File: src/rtl/rsw_pkg.sv
package rsw_pkg;

  typedef struct packed {
    logic squashed;
    logic ready;
  } rsw_flags_t;

  // index reached by stepping back from idx by steps slots in a ring of depth
  function automatic int ring_back(input int idx, input int steps, input int depth);
    int r;
    r = idx - (steps % depth);
    if (r < 0) r = r + depth;
    return r;
  endfunction

endpackage

File: src/rtl/rsw_rst_sync.sv
module rsw_rst_sync (
  input  logic clk,
  input  logic rst_n_in,
  output logic rst_n_out
);

  logic stage_q;
  logic out_q;

  always_ff @(posedge clk or negedge rst_n_in) begin
    if (!rst_n_in) begin
      stage_q <= 1'b0;
      out_q   <= 1'b0;
    end else begin
      stage_q <= 1'b1;
      out_q   <= stage_q;
    end
  end

  assign rst_n_out = out_q;

endmodule

File: src/rtl/rsw_queue.sv
module rsw_queue #(
  parameter int DEPTH = 8,
  parameter int SEQ_W = 16,
  parameter int IDX_W = 3,
  parameter int CNT_W = 4
) (
  input  logic                             clk,
  input  logic                             rst_n,
  input  logic                             alloc_en,
  input  logic [SEQ_W-1:0]                 alloc_seq,
  input  logic                             retire_en,
  input  logic [DEPTH-1:0]                 mark_vec,
  output logic [DEPTH-1:0][SEQ_W-1:0]      seq_all,
  output logic [IDX_W-1:0]                 head_idx,
  output logic [IDX_W-1:0]                 young_idx,
  output logic                             empty,
  output logic                             full,
  output logic [CNT_W-1:0]                 count,
  output logic [SEQ_W-1:0]                 head_seq,
  output rsw_pkg::rsw_flags_t              head_flags
);

  logic [DEPTH-1:0][SEQ_W-1:0]   seq_q;
  rsw_pkg::rsw_flags_t [DEPTH-1:0] flags_q, flags_d;
  logic [IDX_W-1:0] head_q, head_d, tail_q, tail_d;
  logic [CNT_W-1:0] cnt_q, cnt_d;
  logic             alloc_ok, retire_ok;

  function automatic logic [IDX_W-1:0] step_fwd(input logic [IDX_W-1:0] x);
    return (x == IDX_W'(DEPTH-1)) ? '0 : x + 1'b1;
  endfunction

  assign empty     = (cnt_q == '0);
  assign full      = (cnt_q == CNT_W'(DEPTH));
  assign alloc_ok  = alloc_en && !full;
  assign retire_ok = retire_en && !empty;

  always_comb begin
    head_d = retire_ok ? step_fwd(head_q) : head_q;
    tail_d = alloc_ok  ? step_fwd(tail_q) : tail_q;
    cnt_d  = cnt_q + CNT_W'(alloc_ok) - CNT_W'(retire_ok);
    for (int i = 0; i < DEPTH; i++) begin
      flags_d[i] = flags_q[i];
      if (mark_vec[i]) begin
        flags_d[i].squashed = 1'b1;
        flags_d[i].ready    = 1'b1;
      end
      if (alloc_ok && (tail_q == IDX_W'(i))) flags_d[i] = '0;
    end
  end

  always_ff @(posedge clk or negedge rst_n) begin
    if (!rst_n) begin
      head_q  <= '0;
      tail_q  <= '0;
      cnt_q   <= '0;
      flags_q <= '0;
    end else begin
      if (retire_ok) head_q <= head_d;
      if (alloc_ok)  tail_q <= tail_d;
      if (alloc_ok || retire_ok) cnt_q <= cnt_d;
      flags_q <= flags_d;
    end
  end

  // payload storage carries no reset
  always_ff @(posedge clk) begin
    if (alloc_ok) seq_q[tail_q] <= alloc_seq;
  end

  assign seq_all    = seq_q;
  assign head_idx   = head_q;
  assign young_idx  = (tail_q == '0) ? IDX_W'(DEPTH-1) : tail_q - 1'b1;
  assign count      = cnt_q;
  assign head_seq   = seq_q[head_q];
  assign head_flags = flags_q[head_q];

  assert_no_overflow_R11: assert property (@(posedge clk) disable iff (!rst_n)
    alloc_en |-> !full);
  assert_retire_nonempty_R11: assert property (@(posedge clk) disable iff (!rst_n)
    retire_en |-> !empty);
  assert_count_range_R11: assert property (@(posedge clk) disable iff (!rst_n)
    cnt_q <= CNT_W'(DEPTH));
  assert_alloc_clean_R11: assert property (@(posedge clk) disable iff (!rst_n)
    (alloc_ok && empty && !retire_en) |=> (head_flags == '0));

endmodule

File: src/rtl/rsw_lanes.sv
module rsw_lanes #(
  parameter int DEPTH = 8,
  parameter int SEQ_W = 16,
  parameter int IDX_W = 3,
  parameter int LANES = 2
) (
  input  logic                        active,
  input  logic [IDX_W-1:0]            start_idx,
  input  logic [IDX_W-1:0]            head_idx,
  input  logic [IDX_W-1:0]            young_idx,
  input  logic [SEQ_W-1:0]            bound,
  input  logic [DEPTH-1:0][SEQ_W-1:0] seq_all,
  output logic [DEPTH-1:0]            mark_vec,
  output logic                        finish,
  output logic [IDX_W-1:0]            next_idx,
  output logic                        young_hit
);

  logic             go;
  logic [IDX_W-1:0] lidx;

  // lanes 0..LANES-1 flag entries; lane LANES only looks ahead
  always_comb begin
    mark_vec  = '0;
    finish    = 1'b0;
    next_idx  = start_idx;
    young_hit = 1'b0;
    go        = active;
    lidx      = start_idx;
    for (int k = 0; k <= LANES; k++) begin
      lidx = IDX_W'(rsw_pkg::ring_back(int'(start_idx), k, DEPTH));
      if (go) begin
        if (seq_all[lidx] <= bound) begin
          finish = 1'b1;
          go     = 1'b0;
        end else if (k == LANES) begin
          next_idx = lidx;
          go       = 1'b0;
        end else begin
          mark_vec[lidx] = 1'b1;
          if (lidx == young_idx) young_hit = 1'b1;
          if (lidx == head_idx) begin
            finish = 1'b1;
            go     = 1'b0;
          end
        end
      end
    end
  end

endmodule

File: src/rtl/rsw_ctrl.sv
module rsw_ctrl #(
  parameter int SEQ_W = 16,
  parameter int IDX_W = 3
) (
  input  logic             clk,
  input  logic             rst_n,
  input  logic             req,
  input  logic [SEQ_W-1:0] req_bound,
  input  logic             empty,
  input  logic [IDX_W-1:0] young_idx,
  input  logic             finish,
  input  logic [IDX_W-1:0] next_idx,
  output logic             active,
  output logic [IDX_W-1:0] start_idx,
  output logic [SEQ_W-1:0] bound,
  output logic             done
);

  logic             busy_q, busy_d;
  logic [IDX_W-1:0] ptr_q, ptr_d;
  logic [SEQ_W-1:0] bound_q, bound_d;

  always_comb begin
    active    = req ? !empty : busy_q;
    start_idx = req ? young_idx : ptr_q;
    bound     = req ? req_bound : bound_q;
    busy_d    = active && !finish;
    ptr_d     = next_idx;
    bound_d   = bound;
  end

  always_ff @(posedge clk or negedge rst_n) begin
    if (!rst_n) begin
      busy_q  <= 1'b0;
      ptr_q   <= '0;
      bound_q <= '0;
    end else begin
      busy_q <= busy_d;
      if (active) begin
        ptr_q   <= ptr_d;
        bound_q <= bound_d;
      end
    end
  end

  assign done = !busy_q;

  assert_empty_req_done_R1: assert property (@(posedge clk) disable iff (!rst_n)
    (req && empty) |=> done);
  assert_req_clears_done_R2: assert property (@(posedge clk) disable iff (!rst_n)
    (req && !empty && !finish) |=> !done);
  assert_finish_sets_done_R6: assert property (@(posedge clk) disable iff (!rst_n)
    (active && finish) |=> done);
  assert_idle_stays_done_R9: assert property (@(posedge clk) disable iff (!rst_n)
    (done && !req) |=> done);

endmodule

File: src/rtl/rob_squash_walker.sv
module rob_squash_walker #(
  parameter int NUM_THREADS = 2,
  parameter int DEPTH       = 8,
  parameter int SEQ_W       = 16,
  parameter int SQ_WIDTH    = 2,
  localparam int TID_W      = (NUM_THREADS > 1) ? $clog2(NUM_THREADS) : 1,
  localparam int CNT_W      = $clog2(DEPTH + 1)
) (
  input  logic                         clk,
  input  logic                         rst_n,
  input  logic                         alloc_valid,
  input  logic [TID_W-1:0]             alloc_tid,
  input  logic [SEQ_W-1:0]             alloc_seq,
  input  logic                         retire_valid,
  input  logic [TID_W-1:0]             retire_tid,
  input  logic                         squash_valid,
  input  logic [TID_W-1:0]             squash_tid,
  input  logic [SEQ_W-1:0]             squash_bound,
  output logic [NUM_THREADS-1:0]       done_o,
  output logic [NUM_THREADS-1:0]       tail_fix_o,
  output logic [NUM_THREADS*CNT_W-1:0] count_o,
  output logic [NUM_THREADS*SEQ_W-1:0] head_seq_o,
  output logic [NUM_THREADS-1:0]       head_squashed_o,
  output logic [NUM_THREADS-1:0]       head_ready_o
);

  localparam int IDX_W = (DEPTH > 1) ? $clog2(DEPTH) : 1;

  logic rst_n_s;

  rsw_rst_sync u_rst_sync (
    .clk       (clk),
    .rst_n_in  (rst_n),
    .rst_n_out (rst_n_s)
  );

  for (genvar t = 0; t < NUM_THREADS; t++) begin : g_thread
    logic                        req_t, alloc_t, retire_t;
    logic [DEPTH-1:0][SEQ_W-1:0] seq_all;
    logic [IDX_W-1:0]            head_idx, young_idx, start_idx, next_idx;
    logic                        empty, full, active, finish, young_hit, done_t;
    logic [DEPTH-1:0]            mark_vec;
    logic [SEQ_W-1:0]            bound;
    logic [CNT_W-1:0]            cnt_t;
    logic [SEQ_W-1:0]            hseq_t;
    rsw_pkg::rsw_flags_t         hflags_t;

    assign req_t    = squash_valid && (squash_tid == TID_W'(t));
    assign alloc_t  = alloc_valid  && (alloc_tid  == TID_W'(t));
    assign retire_t = retire_valid && (retire_tid == TID_W'(t));

    rsw_queue #(
      .DEPTH(DEPTH), .SEQ_W(SEQ_W), .IDX_W(IDX_W), .CNT_W(CNT_W)
    ) u_queue (
      .clk        (clk),
      .rst_n      (rst_n_s),
      .alloc_en   (alloc_t),
      .alloc_seq  (alloc_seq),
      .retire_en  (retire_t),
      .mark_vec   (mark_vec),
      .seq_all    (seq_all),
      .head_idx   (head_idx),
      .young_idx  (young_idx),
      .empty      (empty),
      .full       (full),
      .count      (cnt_t),
      .head_seq   (hseq_t),
      .head_flags (hflags_t)
    );

    rsw_ctrl #(
      .SEQ_W(SEQ_W), .IDX_W(IDX_W)
    ) u_ctrl (
      .clk       (clk),
      .rst_n     (rst_n_s),
      .req       (req_t),
      .req_bound (squash_bound),
      .empty     (empty),
      .young_idx (young_idx),
      .finish    (finish),
      .next_idx  (next_idx),
      .active    (active),
      .start_idx (start_idx),
      .bound     (bound),
      .done      (done_t)
    );

    rsw_lanes #(
      .DEPTH(DEPTH), .SEQ_W(SEQ_W), .IDX_W(IDX_W), .LANES(SQ_WIDTH)
    ) u_lanes (
      .active    (active),
      .start_idx (start_idx),
      .head_idx  (head_idx),
      .young_idx (young_idx),
      .bound     (bound),
      .seq_all   (seq_all),
      .mark_vec  (mark_vec),
      .finish    (finish),
      .next_idx  (next_idx),
      .young_hit (young_hit)
    );

    assign done_o[t]                    = done_t;
    assign tail_fix_o[t]                = young_hit;
    assign count_o[t*CNT_W +: CNT_W]    = cnt_t;
    assign head_seq_o[t*SEQ_W +: SEQ_W] = hseq_t;
    assign head_squashed_o[t]           = hflags_t.squashed;
    assign head_ready_o[t]              = hflags_t.ready;

    assert_width_limit_R3: assert property (@(posedge clk) disable iff (!rst_n_s)
      $countones(mark_vec) <= SQ_WIDTH);
    assert_tail_fix_on_request_R7: assert property (@(posedge clk) disable iff (!rst_n_s)
      young_hit |-> req_t);
    assert_no_touch_busy_R11: assert property (@(posedge clk) disable iff (!rst_n_s)
      (alloc_t || retire_t) |-> (done_t && !req_t));
    assert_marks_only_active_R2: assert property (@(posedge clk) disable iff (!rst_n_s)
      (|mark_vec) |-> (req_t || !done_t));
  end

endmodule

File: config.mk
export PLATFORM = sky130hd
export DESIGN_NAME = rob_squash_walker
export DESIGN_NICKNAME = d
export VERILOG_FILES = /design/src/rtl/rsw_pkg.sv /design/src/rtl/rsw_rst_sync.sv /design/src/rtl/rsw_queue.sv /design/src/rtl/rsw_lanes.sv /design/src/rtl/rsw_ctrl.sv /design/src/rtl/rob_squash_walker.sv
export SDC_FILE = /design/constraint.sdc
export NUM_CORES = 1
export LEC_CHECK = 0
export ABC_CLOCK_PERIOD_IN_PS = 5700
export BUFFER_PORTS_ARGS = -buffer_cell sky130_fd_sc_hd__buf_2
export CAP_MARGIN = 20
export CORE_ASPECT_RATIO = 1.1
export CORE_MARGIN = 2
export CORE_UTILIZATION = 53
export DETAILED_ROUTE_END_ITERATION = 8
export PLACE_DENSITY = 0.81
export SLEW_MARGIN = 20
export SYNTH_ARGS = -nofsm -noshare
export SYNTH_HDL_FRONTEND = slang
export SYNTH_SLANG_ARGS = --single-unit
File: constraint.sdc
create_clock -name clk -period 5.7 [get_ports clk]
set_input_delay 0.855 -clock clk [delete_from_list [all_inputs] [get_ports clk]]
set_output_delay 0.855 -clock clk [all_outputs]
set_load 0.01 [all_outputs]
After elaboration in Yosys (flattened, before gate mapping)
Index checks and enable logic that the tools add are counted.
{ "word_totals": {"elab_cells": 341, "register_bits": 350, "inputBits": 40} }
{ "classes": {"bitwise_logic": 5, "order_cmp": 28, "eq_ne": 26, "n_addsub": 20, "n_reduce_logical": 64, "muxes": 136} }
{ "ops": {"columns": ["cell", "count"], "rows": [
  ["$bmux W16 S3", 8],
  ["$bwmux W128", 2],
  ["$mux W16", 12],
  ["$demux W16 S3", 2],
  ["$le A16 B16 Y1", 6],
  ["$mux W2", 34],
  ["$mux W8", 8],
  ["$mux W3", 18],
  ["$mux W1", 46],
  ["$lt A3 B4 Y1 const B", 10],
  ["$logic_and A1 B1 Y1", 34],
  ["$reduce_bool A2 Y1", 16],
  ["$add A3 B1 Y3 const B", 10],
  ["$eq A3 B3 Y1 const B", 10],
  ["$eq A3 B3 Y1", 8],
  ["$ge A3 B1 Y1 const B", 6],
  ["$lt A4 B1 Y1 const B", 4],
  ["$or A8 B8 Y8", 2],
  ["$bmux W2 S3", 2],
  ["$demux W1 S3", 4],
  ["$eq A3 B2 Y1 const B", 4],
  ["$add A4 B1 Y4", 2],
  ["$eq A4 B4 Y1 const B", 2],
  ["$logic_not A1 Y1", 8],
  ["other kinds (10)", 21]
]} }

Depth between registers and ports, before layout
{ "logic_depth": {"ltp_word": 17, "depth_mapped": 25, "depth_no_buf": 19} }

Cells and area by module
From an unflattened synthesis, not the netlist that was laid out.
{ "hier_totals": {"hier_cells": 1539, "hier_area_um2": 22472.8} }
{ "by_module_without_submodules": {"columns": ["mod", "cells_per_inst", "area_each_um2", "seq_area_each_um2", "n_inst"], "rows": [
  ["rsw_queue (g_thread[0].u_queue)", 298, 6092.1, 4294.1, 1],
  ["rsw_queue (g_thread[1].u_queue)", 297, 6064.6, 4294.1, 1],
  ["rsw_lanes (g_thread[1].u_lanes)", 390, 4117.7, 0.0, 1],
  ["rsw_lanes (g_thread[0].u_lanes)", 409, 4033.9, 0.0, 1],
  ["rsw_ctrl", 66, 1019.7, 500.5, 2],
  ["rob_squash_walker", 10, 71.3, 0.0, 1],
  ["rsw_rst_sync", 3, 53.8, 50.0, 1]
]} }

Worst setup path after synthesis
Ideal clock, no wire load.
{ "synth_path": {"path_kind": "input -> output", "start": "input port squash_tid", "end": "output port tail_fix_o[1]", "required_time_ps": 4845, "t_arrival_ps": 5127, "path_buffers": 8, "setup_slack_ps": -282, "stages": 23, "path_cell_list": "buf_2 -> and2_1 -> buf_2 -> a31oi_4 -> inv_1 -> clkbuf_1 -> clkbuf_1 -> ha_1 -> xnor2_2 -> or3_1 -> clkbuf_2 -> buf_6 -> o22ai_1 -> nor4_1 -> ha_1 -> nand4_1 -> nor4_1 -> a211oi_1 -> nor4_1 -> buf_2 -> nand2_1 -> o21ai_0 -> buf_4"} }
{ "synth_between": {"elab_chain_cells": 12, "elab_cells_between_ends": 29, "classes_between": "add/sub (3); order compare (4); eq/ne (3); mux (18); reduce/logical (1)"} }
{ "synth_lines": {"columns": ["item", "line_no", "text"], "rows": [
  ["from (decl)", "rob_squash_walker.sv:17", "input logic [TID_W-1:0] squash_tid,"],
  ["$logic_and A1 B1 Y1 *", "rob_squash_walker.sv:48", "assign req_t = squash_valid && (squash_tid == TID_W'(t));"],
  ["parallel branches: the longest is 10 deep, another holds $le A16 B16 Y1", null, null],
  ["$mux W1 *", "rsw_lanes.sv:32", "if (go) begin"],
  ["to (decl)", "rob_squash_walker.sv:20", "output logic [NUM_THREADS-1:0] tail_fix_o,"]
]} }
Every way passes the cells marked *. The select of a mux whose other input is x is not followed.

Worst setup path after layout
{ "layout_path": {"start": "register g_thread[0].u_queue.tail_q[0]", "end": "output port tail_fix_o[0]"} }
{ "layout_between": {"elab_chain_cells": 13, "elab_cells_between_ends": 29, "classes_between": "add/sub (4); order compare (4); eq/ne (3); mux (17); reduce/logical (1)"} }
{ "layout_lines": {"columns": ["item", "line_no", "text"], "rows": [
  ["from (decl)", "rsw_queue.sv:25", "logic [IDX_W-1:0] head_q, head_d, tail_q, tail_d;"],
  ["from (signal assigned)", "rsw_queue.sv:60", "if (alloc_ok) tail_q <= tail_d;"],
  ["$sub A3 B1 Y3 or $logic_not A3 Y1 (tied branches)", "rsw_queue.sv:73", "assign young_idx = (tail_q == '0) ? IDX_W'(DEPTH-1) : tail_q - 1'b1;"],
  ["$mux W3 *", "rsw_queue.sv:73", null],
  ["parallel branches: the longest is 10 deep, another holds $le A16 B16 Y1", null, null],
  ["$mux W1 *", "rsw_lanes.sv:32", null]
]} }
Marked as above.

==> results.sh <==
export IMPL_r2r_start="g_thread[0].u_queue.tail_q[0]$_DFFE_PN0P_"
export IMPL_setup_viol_count_final=0
export IMPL_min_period_ns=5.66
export IMPL_syn_area_um2=20800
export IMPL_synthDistinctLibCells=64
export IMPL_worstPathArrival_ns=4.80
export IMPL_max_vdd_ir_drop_mv=0.507
export IMPL_synth_top_area_frac=0.369
export IMPL_grt_pass1_vias=16900
export IMPL_antenna_found_initial=0
export IMPL_core_area_um2=39000
export IMPL_cpPeakStageDelay_ns=0.36
export IMPL_cts_htree_levels=2
export IMPL_dieWidth_um=193
export IMPL_worst_pin_slew_ns=1.07
export IMPL_r2r_slack_ns=0.85
export IMPL_postSynthCellCount=1846
export IMPL_cp_end_kind="output port"
export IMPL_outcome="finished clean"
export IMPL_power_density_nw_per_um2=637
export IMPL_clock_sinks=334
export IMPL_cellLeakagePower_nw=9.75
export IMPL_power_mw=15.5
export IMPL_place_ws_ns=-0.185
export IMPL_drv_cap=0
export IMPL_gp_congestion=0.986
export IMPL_start_util=0.534
export IMPL_synth_seq_cells=334
export IMPL_most_common_layout_cells="510 x nand2_1, 256 x edfxtp_1, 135 x buf_4"
export IMPL_cts_buffers=35
export IMPL_crit_chain="inv_2, buf_6, ha_2, or3_4, and3_4, nor2_8, xor2_4, nand3_2, buf_12, o22ai_1, nor4_2, buf_4, ha_1, nand4_1, buf_4, nor2_1, a221oi_2, o211ai_1, and4b_1, a22o_1, buf_2"
export IMPL_path_max_fanout=12
export IMPL_rr_endpoint="g_thread[0].u_ctrl.ptr_q[1]$_DFFE_PN0N_"
export IMPL_finalCritPeriodShare=0.992
export IMPL_drive_gt1_frac=0.260
export IMPL_io_pin_count=88
export IMPL_final_area_um2=24300
export IMPL_worstSetupPathType="flop to output port"
export IMPL_slowest_stage="dfrtp_1"
export IMPL_cp_required_ns=4.85
export IMPL_dpl_cell_area_um2=22700
export IMPL_fin_worst_skew_ns=0.0263
export IMPL_async_flop_share=0.234
export IMPL_dpl_hpwl_um=44800
export IMPL_fin_nets=2191
export IMPL_grt_total_usage=0.312
export IMPL_rows=76
export IMPL_area_growth_pct=16.8
export IMPL_yosysSeqAreaShare=0.463
export IMPL_wl_per_cell_um=25.4
export IMPL_dieArea_um2=40900
export IMPL_hold_path_class="input pin to async pin"
export IMPL_grt_pass1_wl_um=96300
export IMPL_drc=0
export IMPL_cts_root_buf="clkbuf_16"
export IMPL_grt_max_degree=77
export IMPL_whs_ns=0.0875
export IMPL_die_y_um=212
export IMPL_clock_latency_ns=0.56
export IMPL_synth_edf_count=256
export IMPL_startpoint_type="flop"
export IMPL_worst_path_most_repeated_cell="buf_4"
export IMPL_syn_avg_cell_area_um2=11.3
export IMPL_vias=17400
export IMPL_grt_ovfl_total=0
export IMPL_slew_headroom=0.285
export IMPL_hold_viol_final=0
export IMPL_cts_tree="built"
export IMPL_yosys_most_used_dff="edfxtp_1"
export IMPL_ant_nets=0
export IMPL_ff2ff_path_depth=20
export IMPL_via_per_inst=6.83
export IMPL_synth_area_leaders="edfxtp_1 37%, mux4_2 14%, dfrtp_1 9.4%, nand2_1 9.3%, ha_1 8.2%"
export IMPL_maxSlewViolCount=0
export IMPL_synth_top_area_cell="edfxtp_1"
export IMPL_io_buffers=87
export IMPL_layout_commonest_cell="nand2_1"
export IMPL_synth_nets=2024
export IMPL_fin_util=0.624
export IMPL_drt_pass1_iterations=9
export IMPL_yosys_warnings=0
export IMPL_drt_iter0_markers=2654
export IMPL_clk_path_buf_depth=3
export IMPL_fmax_mhz=177
export IMPL_final_setup_worst_slack_ns=0.0432
export IMPL_totalWireLength_um=64800
export IMPL_path_clk_slew_ns=0.06
## stage by stage
stage               instances  setup TNS [ns]
floorplan                1846               0
global placement         2468          -0.126
detailed placement       2468          -0.190
CTS                      2533               0
global route             2547         -0.0632
finish                   2550               0
## per-layer routing
metal | global-route usage | part of all wire | vias up
met2 | 0.482 | 0.45 | 1465
met4 | 0.139 | 0.054 | 0
li1 | - | - | 7329
met3 | 0.0625 | 0.13 | 306
met5 | 0 | 0 | -
met1 | 0.430 | 0.37 | 8328
## logic make-up (layout without fill, tap and decap cells)
logic type	after synthesis	in the layout	share of synthesized area
adders and majority gates	138	138	0.0837
xor gates and xnor gates	26	26	0.0130
other	1	4	0.000180
and+or+nand+nor	694	694	0.141
AOI/OAI and AO/OA	313	313	0.0950
DFF	334	334	0.463
buffers and inverters	148	342	0.0311
muxes	192	192	0.173
## cell usage after synthesis, drive strengths merged (3+ instances only)
library cell / count
nand2: 514
clkinv: 3
o21ai: 56
edfxtp: 256
a22oi: 6
a21boi: 5
mux2i: 38
nand2b: 6
a31oi: 9
mux4: 132
a221o: 7
ha: 136
dfrtp: 78
o22ai: 121
a221oi: 19
nor3: 18
nand3: 24
and2: 6
mux2: 22
and3: 3
nor4: 37
a211oi: 7
xor2: 10
inv: 33
or3: 7
a21o: 7
buf: 52
nand4: 14
nor2b: 7
o211ai: 5
and4: 4
nor2: 47
xnor2: 14
a21oi: 62
clkbuf: 60
## flip-flops by register name, indices dropped and copies added (netlist names)
signal and count:
g_thread.u_ctrl.bound_q 32, g_thread.u_ctrl.busy_q 2, u_rst_sync.rst_n_out 1, g_thread.u_queue.tail_q 6, u_rst_sync.stage_q 1, g_thread.u_queue.count 8, g_thread.u_queue.seq_all 256, g_thread.u_ctrl.ptr_q 6
g_thread.u_queue.flags_q 16, g_thread.u_queue.head_idx 6
## worst max-delay path: cells and delay by family, from the launching register on
family                     cells  cell delay [ns]
AOI/OAI and AO/OA              4             0.98
xor gates and xnor gates       1             0.30
DFF                            1             0.36
and+or+nand+nor                8             1.36
adders and majority gates      2             0.46
buffers and inverters          6             0.78
## where the power goes
part / internal [mW] / total (mW) / switching [mW]
Sequential: 3.01 / 3.42 / 0.412
Combinational: 4.46 / 9.91 / 5.45
Clock: 1.20 / 2.16 / 0.961
## area by class of cell
class / instances / area (um^2)
Clock inverter: 18 / 124
Antenna cell: 3 / 7.51
Tap cell: 507 / 634
Timing Repair Buffer: 242 / 1780
Multi-Input combinational cell: 1364 / 11100
Inverter: 36 / 138
Clock buffer: 46 / 927
Fill cell: 2876 / 14700
Sequential cell: 334 / 9650
## how the worst max path moves through the flow
stage	start	to	slack (ns)	depth (start not counted)
2_1_floorplan	squash_tid	tail_fix_o[0]	0.01	22
3_3_place_gp	squash_tid	tail_fix_o[1]	-0.13	18
3_5_place_dp	squash_tid	tail_fix_o[1]	-0.19	18
4_1_cts	g_thread[0].u_queue.tail_q[0]$_DFFE_PN0P_	tail_fix_o[0]	0.004	21
5_1_grt	g_thread[0].u_queue.tail_q[0]$_DFFE_PN0P_	tail_fix_o[0]	-0.06	21
6_report	g_thread[0].u_queue.tail_q[0]$_DFFE_PN0P_	tail_fix_o[0]	0.04	21
## timing repair
item | in CTS | in global routing
endpoints found under the setup margin | 2 | 2
hold buffers | 0 | 0
cloned | 0 | 1
pin swaps | 5 | 29
buffers inserted | 1 | 12
resized for setup | 16 | 69
Power figures use the tool's default switching activity.
